--- config.mk ---
export PLATFORM = sky130hd
export DESIGN_NAME = keyed_clksel
export DESIGN_NICKNAME = d
export VERILOG_FILES = /design/src/rtl/keyed_clksel_pkg.sv /design/src/rtl/keyed_clksel_key.sv /design/src/rtl/keyed_clksel_sw.sv /design/src/rtl/keyed_clksel.sv
export SDC_FILE = /design/constraint.sdc
export NUM_CORES = 1
export LEC_CHECK = 0
export BUFFER_PORTS_ARGS = -buffer_cell sky130_fd_sc_hd__buf_4
export CORE_UTILIZATION = 46
export CTS_BUF_LIST = sky130_fd_sc_hd__clkbuf_8
export CTS_CLUSTER_DIAMETER = 120
export DETAILED_ROUTE_END_ITERATION = 12
export PLACE_DENSITY = 0.81
export RECOVER_POWER = 25
export SETUP_SLACK_MARGIN = 0.05
export SLEW_MARGIN = 20
export SYNTH_ARGS = -nofsm -noshare
export SYNTH_HDL_FRONTEND = slang
export SYNTH_SLANG_ARGS = --single-unit
--- constraint.sdc ---
create_clock -name clk -period 1.55 [get_ports clk]
set_input_delay 0.31 -clock clk [delete_from_list [all_inputs] [get_ports clk]]
set_output_delay 0.31 -clock clk [all_outputs]
set_load 0.02 [all_outputs]
--- src/rtl/keyed_clksel_pkg.sv ---
package keyed_clksel_pkg;
    localparam int SEL_W = 3;
    localparam int NSRC  = 1 << SEL_W;
    localparam int DW    = 8;
    localparam int LOCK_BIT = 5;

    typedef enum logic [1:0] {KEY_IDLE, KEY_HALF, KEY_OPEN} key_st_e;
    typedef enum logic {SW_IDLE, SW_PEND} sw_st_e;
endpackage

--- src/rtl/keyed_clksel_key.sv ---
module keyed_clksel_key
    import keyed_clksel_pkg::*;
#(
    parameter logic [DW-1:0] KEY_A = 8'h00,
    parameter logic [DW-1:0] KEY_B = 8'h00,
    parameter bit            LANE  = 1'b0
) (
    input  logic          clk,
    input  logic          rst_n,
    input  logic          wr,
    input  logic          hi,
    input  logic [DW-1:0] wdata,
    output logic          grant
);
    key_st_e state_q, state_d;
    logic    on_lane;

    assign on_lane = wr && (hi == LANE);

    always_ff @(posedge clk) begin
        if (!rst_n) state_q <= KEY_IDLE;
        else        state_q <= state_d;
    end

    always_comb begin
        state_d = state_q;
        unique case (state_q)
            KEY_IDLE: if (on_lane && wdata == KEY_A) state_d = KEY_HALF;
            KEY_HALF: begin
                if (wr) begin
                    if (on_lane && wdata == KEY_B)      state_d = KEY_OPEN;
                    else if (on_lane && wdata == KEY_A) state_d = KEY_HALF;
                    else                                state_d = KEY_IDLE;
                end
            end
            KEY_OPEN: if (wr) state_d = KEY_IDLE;
            default:  state_d = KEY_IDLE;
        endcase
    end

    always_comb begin
        grant = (state_q == KEY_OPEN) && on_lane;
    end
endmodule

--- src/rtl/keyed_clksel_sw.sv ---
module keyed_clksel_sw
    import keyed_clksel_pkg::*;
#(
    parameter logic [SEL_W-1:0] RST_SRC = '0
) (
    input  logic             clk,
    input  logic             rst_n,
    input  logic             go,
    input  logic [SEL_W-1:0] target,
    input  logic [NSRC-1:0]  ready,
    output logic             busy,
    output logic [SEL_W-1:0] cur
);
    sw_st_e           state_q, state_d;
    logic [SEL_W-1:0] cur_q, cur_d;
    logic             finish;

    assign finish = (target == cur_q) || ready[target];

    always_ff @(posedge clk) begin
        if (!rst_n) begin
            state_q <= SW_IDLE;
            cur_q   <= RST_SRC;
        end else begin
            state_q <= state_d;
            cur_q   <= cur_d;
        end
    end

    always_comb begin
        state_d = state_q;
        cur_d   = cur_q;
        unique case (state_q)
            SW_IDLE: if (go) state_d = SW_PEND;
            SW_PEND: if (finish) begin
                state_d = SW_IDLE;
                cur_d   = target;
            end
            default: state_d = SW_IDLE;
        endcase
    end

    always_comb begin
        busy = (state_q == SW_PEND);
        cur  = cur_q;
    end
endmodule

--- src/rtl/keyed_clksel.sv ---
module keyed_clksel
    import keyed_clksel_pkg::*;
#(
    parameter logic [SEL_W-1:0] RST_SRC = 3'd1,
    parameter logic [DW-1:0]    HI_KEY_A = 8'h78,
    parameter logic [DW-1:0]    HI_KEY_B = 8'h9A,
    parameter logic [DW-1:0]    LO_KEY_A = 8'h46,
    parameter logic [DW-1:0]    LO_KEY_B = 8'h57
) (
    input  logic              clk,
    input  logic              rst_n,
    input  logic              bus_wr,
    input  logic              bus_hi,
    input  logic [DW-1:0]     bus_wdata,
    output logic [2*DW-1:0]   bus_rdata,
    input  logic [NSRC-1:0]   src_ready,
    input  logic              pll_lock,
    output logic [SEL_W-1:0]  cur_src
);
    logic             hi_grant, lo_grant;
    logic             sw_busy;
    logic [SEL_W-1:0] tgt_q, cur_w;
    logic             lock_q;

    keyed_clksel_key #(.KEY_A(HI_KEY_A), .KEY_B(HI_KEY_B), .LANE(1'b1)) u_hi_key (
        .clk(clk), .rst_n(rst_n), .wr(bus_wr), .hi(bus_hi), .wdata(bus_wdata), .grant(hi_grant)
    );

    keyed_clksel_key #(.KEY_A(LO_KEY_A), .KEY_B(LO_KEY_B), .LANE(1'b0)) u_lo_key (
        .clk(clk), .rst_n(rst_n), .wr(bus_wr), .hi(bus_hi), .wdata(bus_wdata), .grant(lo_grant)
    );

    keyed_clksel_sw #(.RST_SRC(RST_SRC)) u_sw (
        .clk(clk), .rst_n(rst_n), .go(lo_grant && bus_wdata[0]),
        .target(tgt_q), .ready(src_ready), .busy(sw_busy), .cur(cur_w)
    );

    always_ff @(posedge clk) begin
        if (!rst_n) begin
            tgt_q  <= RST_SRC;
            lock_q <= 1'b0;
        end else begin
            lock_q <= pll_lock;
            if (hi_grant) tgt_q <= bus_wdata[SEL_W-1:0];
        end
    end

    always_comb begin
        bus_rdata           = '0;
        bus_rdata[0]        = sw_busy;
        bus_rdata[LOCK_BIT] = lock_q;
        bus_rdata[DW +: SEL_W]     = tgt_q;
        bus_rdata[DW+4 +: SEL_W]   = cur_w;
        cur_src             = cur_w;
    end
endmodule

Word-level counts from Yosys, hierarchy flattened:

Cells that the tools add are included.

* add/sub/neg operators: 0
* multipliers: 0
* div/mod/pow operators: 0
* $lt $le $gt $ge: 1
* eq/ne operators: 15
* shift operators: 0
* multiplexer cells: 16
* bitwise logic cells: 2
* reduce and logical (&&, ||, !) cells: 15

Operator list (number)
* $eq A8 B7 Y1 const B: 3
* $mux W2: 7
* $pmux W2 S3: 2
* $logic_and A1 B1 Y1: 9
* $eq A8 B8 Y1 const B: 1
* $ne A2 B2 Y1 const B: 4
* $reduce_and A3 Y1: 2
* $mux W1: 5
* $eq A2 B1 Y1 const B: 2
* $eq A2 B2 Y1 const B: 2
* $logic_not A2 Y1: 2
* $lt A3 B4 Y1 const B: 1
* $ne A2 B1 Y1 const B: 2
* $bmux W1 S3: 1
* $eq A3 B3 Y1: 1
* $not A1 Y1: 2
* $pmux W1 S2: 1
* $reduce_and A2 Y1: 1
* $logic_or A1 B1 Y1: 1

* flip-flop bits (word level): 12
* bits in latches: 0
* bits in writable memories: 0
* memory bits (read-only): 0
* bits of input ports: 21
* output and inout port bits: 19
* logic and storage cells: 55
* memories: 0

Logic depth before layout (Yosys ltp):

* depth after elaboration: 7
* depth in mapped cells: 6
* mapped depth without buffers: 4

Hierarchy:

From an unflattened synthesis, not the netlist that was laid out.

* cells, all modules: 77
* area, all modules: 773.2 um2

By module, submodules not included
* keyed_clksel_sw: times used 1, cells each 24, area an instance 256.5 um2, sequential area each 80.1 um2
* keyed_clksel: times used 1, cells each 26, area an instance 240.2 um2, sequential area each 80.1 um2
* keyed_clksel_key at u_hi_key: times used 1, cells each 14, area an instance 146.4 um2, sequential area each 40.0 um2
* keyed_clksel_key at u_lo_key: times used 1, cells each 13, area an instance 130.1 um2, sequential area each 40.0 um2

Least setup slack after synthesis:

Ideal clock, no wire load.

* kind: reg2reg
* start point: register tgt_q[1]
* end point: register u_sw.cur_q[0], in the netlist u_sw.cur[0]
* setup time: 120 ps
* data arrival time: 1292 ps
* required time: 1430 ps
* setup slack: 138 ps
* cell stages (with the launch flop): 7
* buffers on the path: 2
* period minus slack after synthesis: 1412 ps
* path through: dfxtp_1 -> buf_6 -> mux2i_1 -> a22oi_1 -> and4_1 -> buf_6 -> mux2i_1

* longest elaborated chain between the ends: 4

Ends and longest elaborated chain
* start, declared: RTL line keyed_clksel.sv:22 `logic [SEL_W-1:0] tgt_q, cur_w;`
* start signal, assigned: RTL line keyed_clksel.sv:44 `if (hi_grant) tgt_q <= bus_wdata[SEL_W-1:0];`
* $bmux W1 S3: RTL line keyed_clksel_sw.sv:18 `assign finish = (target == cur_q) || ready[target];`
* $mux W1 (implied by the code): RTL line keyed_clksel_sw.sv:18
* $logic_or A1 B1 Y1 *: RTL line keyed_clksel_sw.sv:18
* $reduce_and A2 Y1 (no source line) *
* end signal, assigned: RTL line keyed_clksel_sw.sv:26 `cur_q <= cur_d;`
* end, declared: RTL line keyed_clksel_sw.sv:15 `logic [SEL_W-1:0] cur_q, cur_d;`

Mark *: on every way between the ends. The rest lies on a longest branch, timed or not. The select of a mux whose other input is x is not followed.
A chain may end at the register's enable or synchronous reset.

Worst setup path after layout:

* start point: register tgt_q[0]
* end point: register u_sw.cur_q[1], in the netlist u_sw.cur[1]

Same word-level chain as after synthesis.

==> results.py <==
metrics = {
    "worst_setup_path": {
        "cp-start-kind": "flip-flop",
        "reg2regPathDepth": 4,
        "slowest_delay_ps": 480,
        "critPathTopFamily": "flip-flops",
        "crit_start": "tgt_q[0]",
        "worstPathRequired_ps": 1720,
        "slowest_stage": "dfxtp_1",
        "r2r_slack_ps": 170,
        "crit_chain": "nor2b_1 > a22oi_1 > and4_2 > mux2i_1",
        "endpoint": "u_sw.cur[1]",
        "worstSetupPathType": "flip-flop to flip-flop",
        "rr_endpoint": "u_sw.cur[1]",
        "r2r-start": "tgt_q[0]",
        "worstPathMaxFanout": 8,
        "worst_setup_path_end_kind": "flip-flop",
        "arrival_ps": 1550,
        "worstSetupPathDepth": 4,
        "critPathBufInv": 0,
    },
    "timing": {
        "finalCritPeriodShare": 0.8894,
        "drv_slew": 0,
        "layout_min_cycle_time_ps": 1379,
        "fin_tns_setup_ps": 0,
        "max_freq_mhz": 725.4,
        "finalSetupViolCount": 0,
        "whs_ps": 272.6,
        "hold_viol_final": 0,
        "finClkSkew_ps": 0.7924,
        "rsz0062_at_grt": "no",
    },
    "cts": {
        "insertion_delay_ps": 240,
        "cts_sinks": 12,
        "cts-buffers-inserted": 3,
        "cts-root-buf": "clkbuf_8",
        "post_cts_buffers": 0,
        "h-tree-depth": 1,
        "cts_tree": "yes",
        "clk_path_buf_depth": 2,
        "hold_buffers": 0,
        "clkTransAtPathRegs_ps": 50,
    },
    "drt": {
        "drc": 0,
        "wl_per_cell_um": 11.47,
        "met2_length_um": 704,
        "firstDrtPassIters": 3,
        "wl_um": 1468,
        "postRouteAntennaNets": 0,
        "vias": 652,
        "viasPerCell": 5.094,
        "met3_wirelength_um": 122,
        "wirelength_met1_um": 629,
        "drt_iter0_markers": 4,
        "top_layer": "met4",
    },
    "hold_path": {
        "hold_class": "primary input to flip-flop",
    },
    "layout": {
        "instances_no_fill": 128,
        "drive_gt1_frac": 0.3125,
        "num_antenna_cells": 0,
        "fin_nets": 134,
        "utilization": 0.6380,
        "syn_to_final_growth_pct": 27.18,
    },
    "synth": {
        "ys_seq_elements": 12,
        "syn_area_sq_um": 773.2,
        "yosys_warnings": 0,
        "synth_area_leaders": "dfxtp_1, mux2i_1, buf_4",
        "synth.distinct_cells": 30,
        "avgSynthCellArea_sq_um": 9.097,
        "synth_largest_area_cell": "dfxtp_1",
        "ys_seq_area_frac": 0.3107,
        "synthCells": 85,
        "synth_edf_count": 0,
        "synth_top_area_frac": 0.3107,
        "async_flop_share": 0,
        "synth_ff_type": "dfxtp_1",
    },
    "floorplan": {
        "dieArea_sq_um": 1849,
        "start_util": 0.5016,
        "fp-row-count": 14,
        "die_height_um": 43,
        "ios": 40,
        "core_sq_um": 1541,
        "die-width_um": 43,
    },
    "pwr": {
        "power_uw": 735.8,
        "power.density_nw_per_um2": 748.1,
        "leakagePower_nw": 0.4308,
        "ir_drop_mv": 0.6547,
    },
    "placement": {
        "portBuffers": 31,
        "dp.cells": 124,
        "dp_hpwl_um": 1187,
        "place.gp.congestion": 0.7028,
    },
    "global_route": {
        "grt_pass1_vias": 646,
        "antenna_found_initial": 0,
        "grt_pass1_wl_um": 2566,
        "grt_start_max_net_pins": 16,
        "grt_overflow_total": 0,
        "globalRouteTotalUtil": 0.1904,
    },
    "status": {
        "outcome": "finished clean",
    },
    "run": {
        "max_cap_violations": 0,
    },
}
report_power, final:
group | total, mW | internal [mW] | switching, mW
sequential | 0.310 | 0.310 | 0.000289
clock | 0.343 | 0.225 | 0.118
combinational | 0.0828 | 0.0404 | 0.0425
repair_timing:
item | CTS | global route
endpoints found under the setup margin | 0 | 2
hold endpoints to repair | 0 | 0
gates resized for setup | 0 | 1
cells by family (layout without fill, tap and decap cells):
kind of cell	count (synthesis)	count (layout)	share of synthesized area
multiplexers	10	10	0.1295
buffers and inverters	18	38	0.1715
AO/OA/AOI/OAI	8	8	0.07606
XOR/XNOR	3	3	0.03399
AND/OR/NAND/NOR	33	33	0.2735
other	1	8	0.004850
flip-flops	12	12	0.3107
cell usage in the layout (no fill, tap or decap):
master	synthesis	layout
and4bb_1	1	1
a31oi_1	2	2
clkbuf_1	1	3
conb_1	1	8
clkbuf_8	0	4
nand3_1	1	1
nor2b_1	8	8
a22oi_1	1	1
nand4b_1	2	2
nor4bb_1	2	2
inv_1	1	1
nand4_1	1	1
a21oi_1	1	1
o21a_1	1	1
nor3_1	1	1
xor2_1	3	3
nand2_1	7	7
o32a_1	1	1
and2_1	2	2
o31ai_1	1	1
o32ai_1	1	1
nor4_1	1	1
dfxtp_1	12	12
and4_2	0	1
nand3b_1	2	2
nor3b_1	3	3
buf_4	13	30
nor2_1	1	1
mux2i_1	10	10
worst min-delay path by stage:
| stage | from | to | depth (start not counted) |
|---|---|---|---|
| floorplan | u_lo_key.state_q[1] | u_lo_key.state_q[0] | 1 |
| global placement | u_lo_key.state_q[1] | u_lo_key.state_q[0] | 1 |
| detailed placement | u_lo_key.state_q[1] | u_lo_key.state_q[0] | 1 |
| CTS | pll_lock | lock_q | 2 |
| global route | pll_lock | lock_q | 2 |
| finish | pll_lock | lock_q | 2 |
cells in the mapped netlist, drive strengths merged (2+ instances only):
cell type and n:
mux2i 10, clkbuf 2, nand2 7, nor3b 3
a31oi 2, xor2 3, dfxtp 12, nor2b 8
and2 2, nand3b 2, nor4bb 2, nand4b 2
buf 15
sequential cells by signal, indices dropped and copies added, names as in the netlist:
name and count:
tgt_q 3, u_sw.cur 3, u_sw.busy 1, lock_q 1
u_hi_key.state_q 2, u_lo_key.state_q 2
stage by stage:
stage               setup WS [ps]  instance area [sq um]
floorplan                   138.2                  799.5
global placement            187.0                  938.4
detailed placement          128.8                  938.4
CTS                         125.4                  993.5
global route                61.90                  983.4
finish                      171.4                  983.4
metal layers:
layer / vias to the layer above / GRT usage
met3: 2 / 0.05532
met1: 288 / 0.2263
met5: - / 0
met4: 0 / 0.1152
li1: 333 / -
met2: 29 / 0.3000
final cells by class:
| cell class | count | area (sq um) |
|---|---|---|
| Clock buffer | 4 | 55.05 |
| Timing Repair Buffer | 33 | 236.5 |
| Tap cell | 16 | 20.02 |
| Sequential cell | 12 | 240.2 |
| Multi-Input combinational cell | 62 | 427.9 |
| Fill cell | 149 | 558.0 |
| Inverter | 1 | 3.754 |
Power figures use the tool's default switching activity.
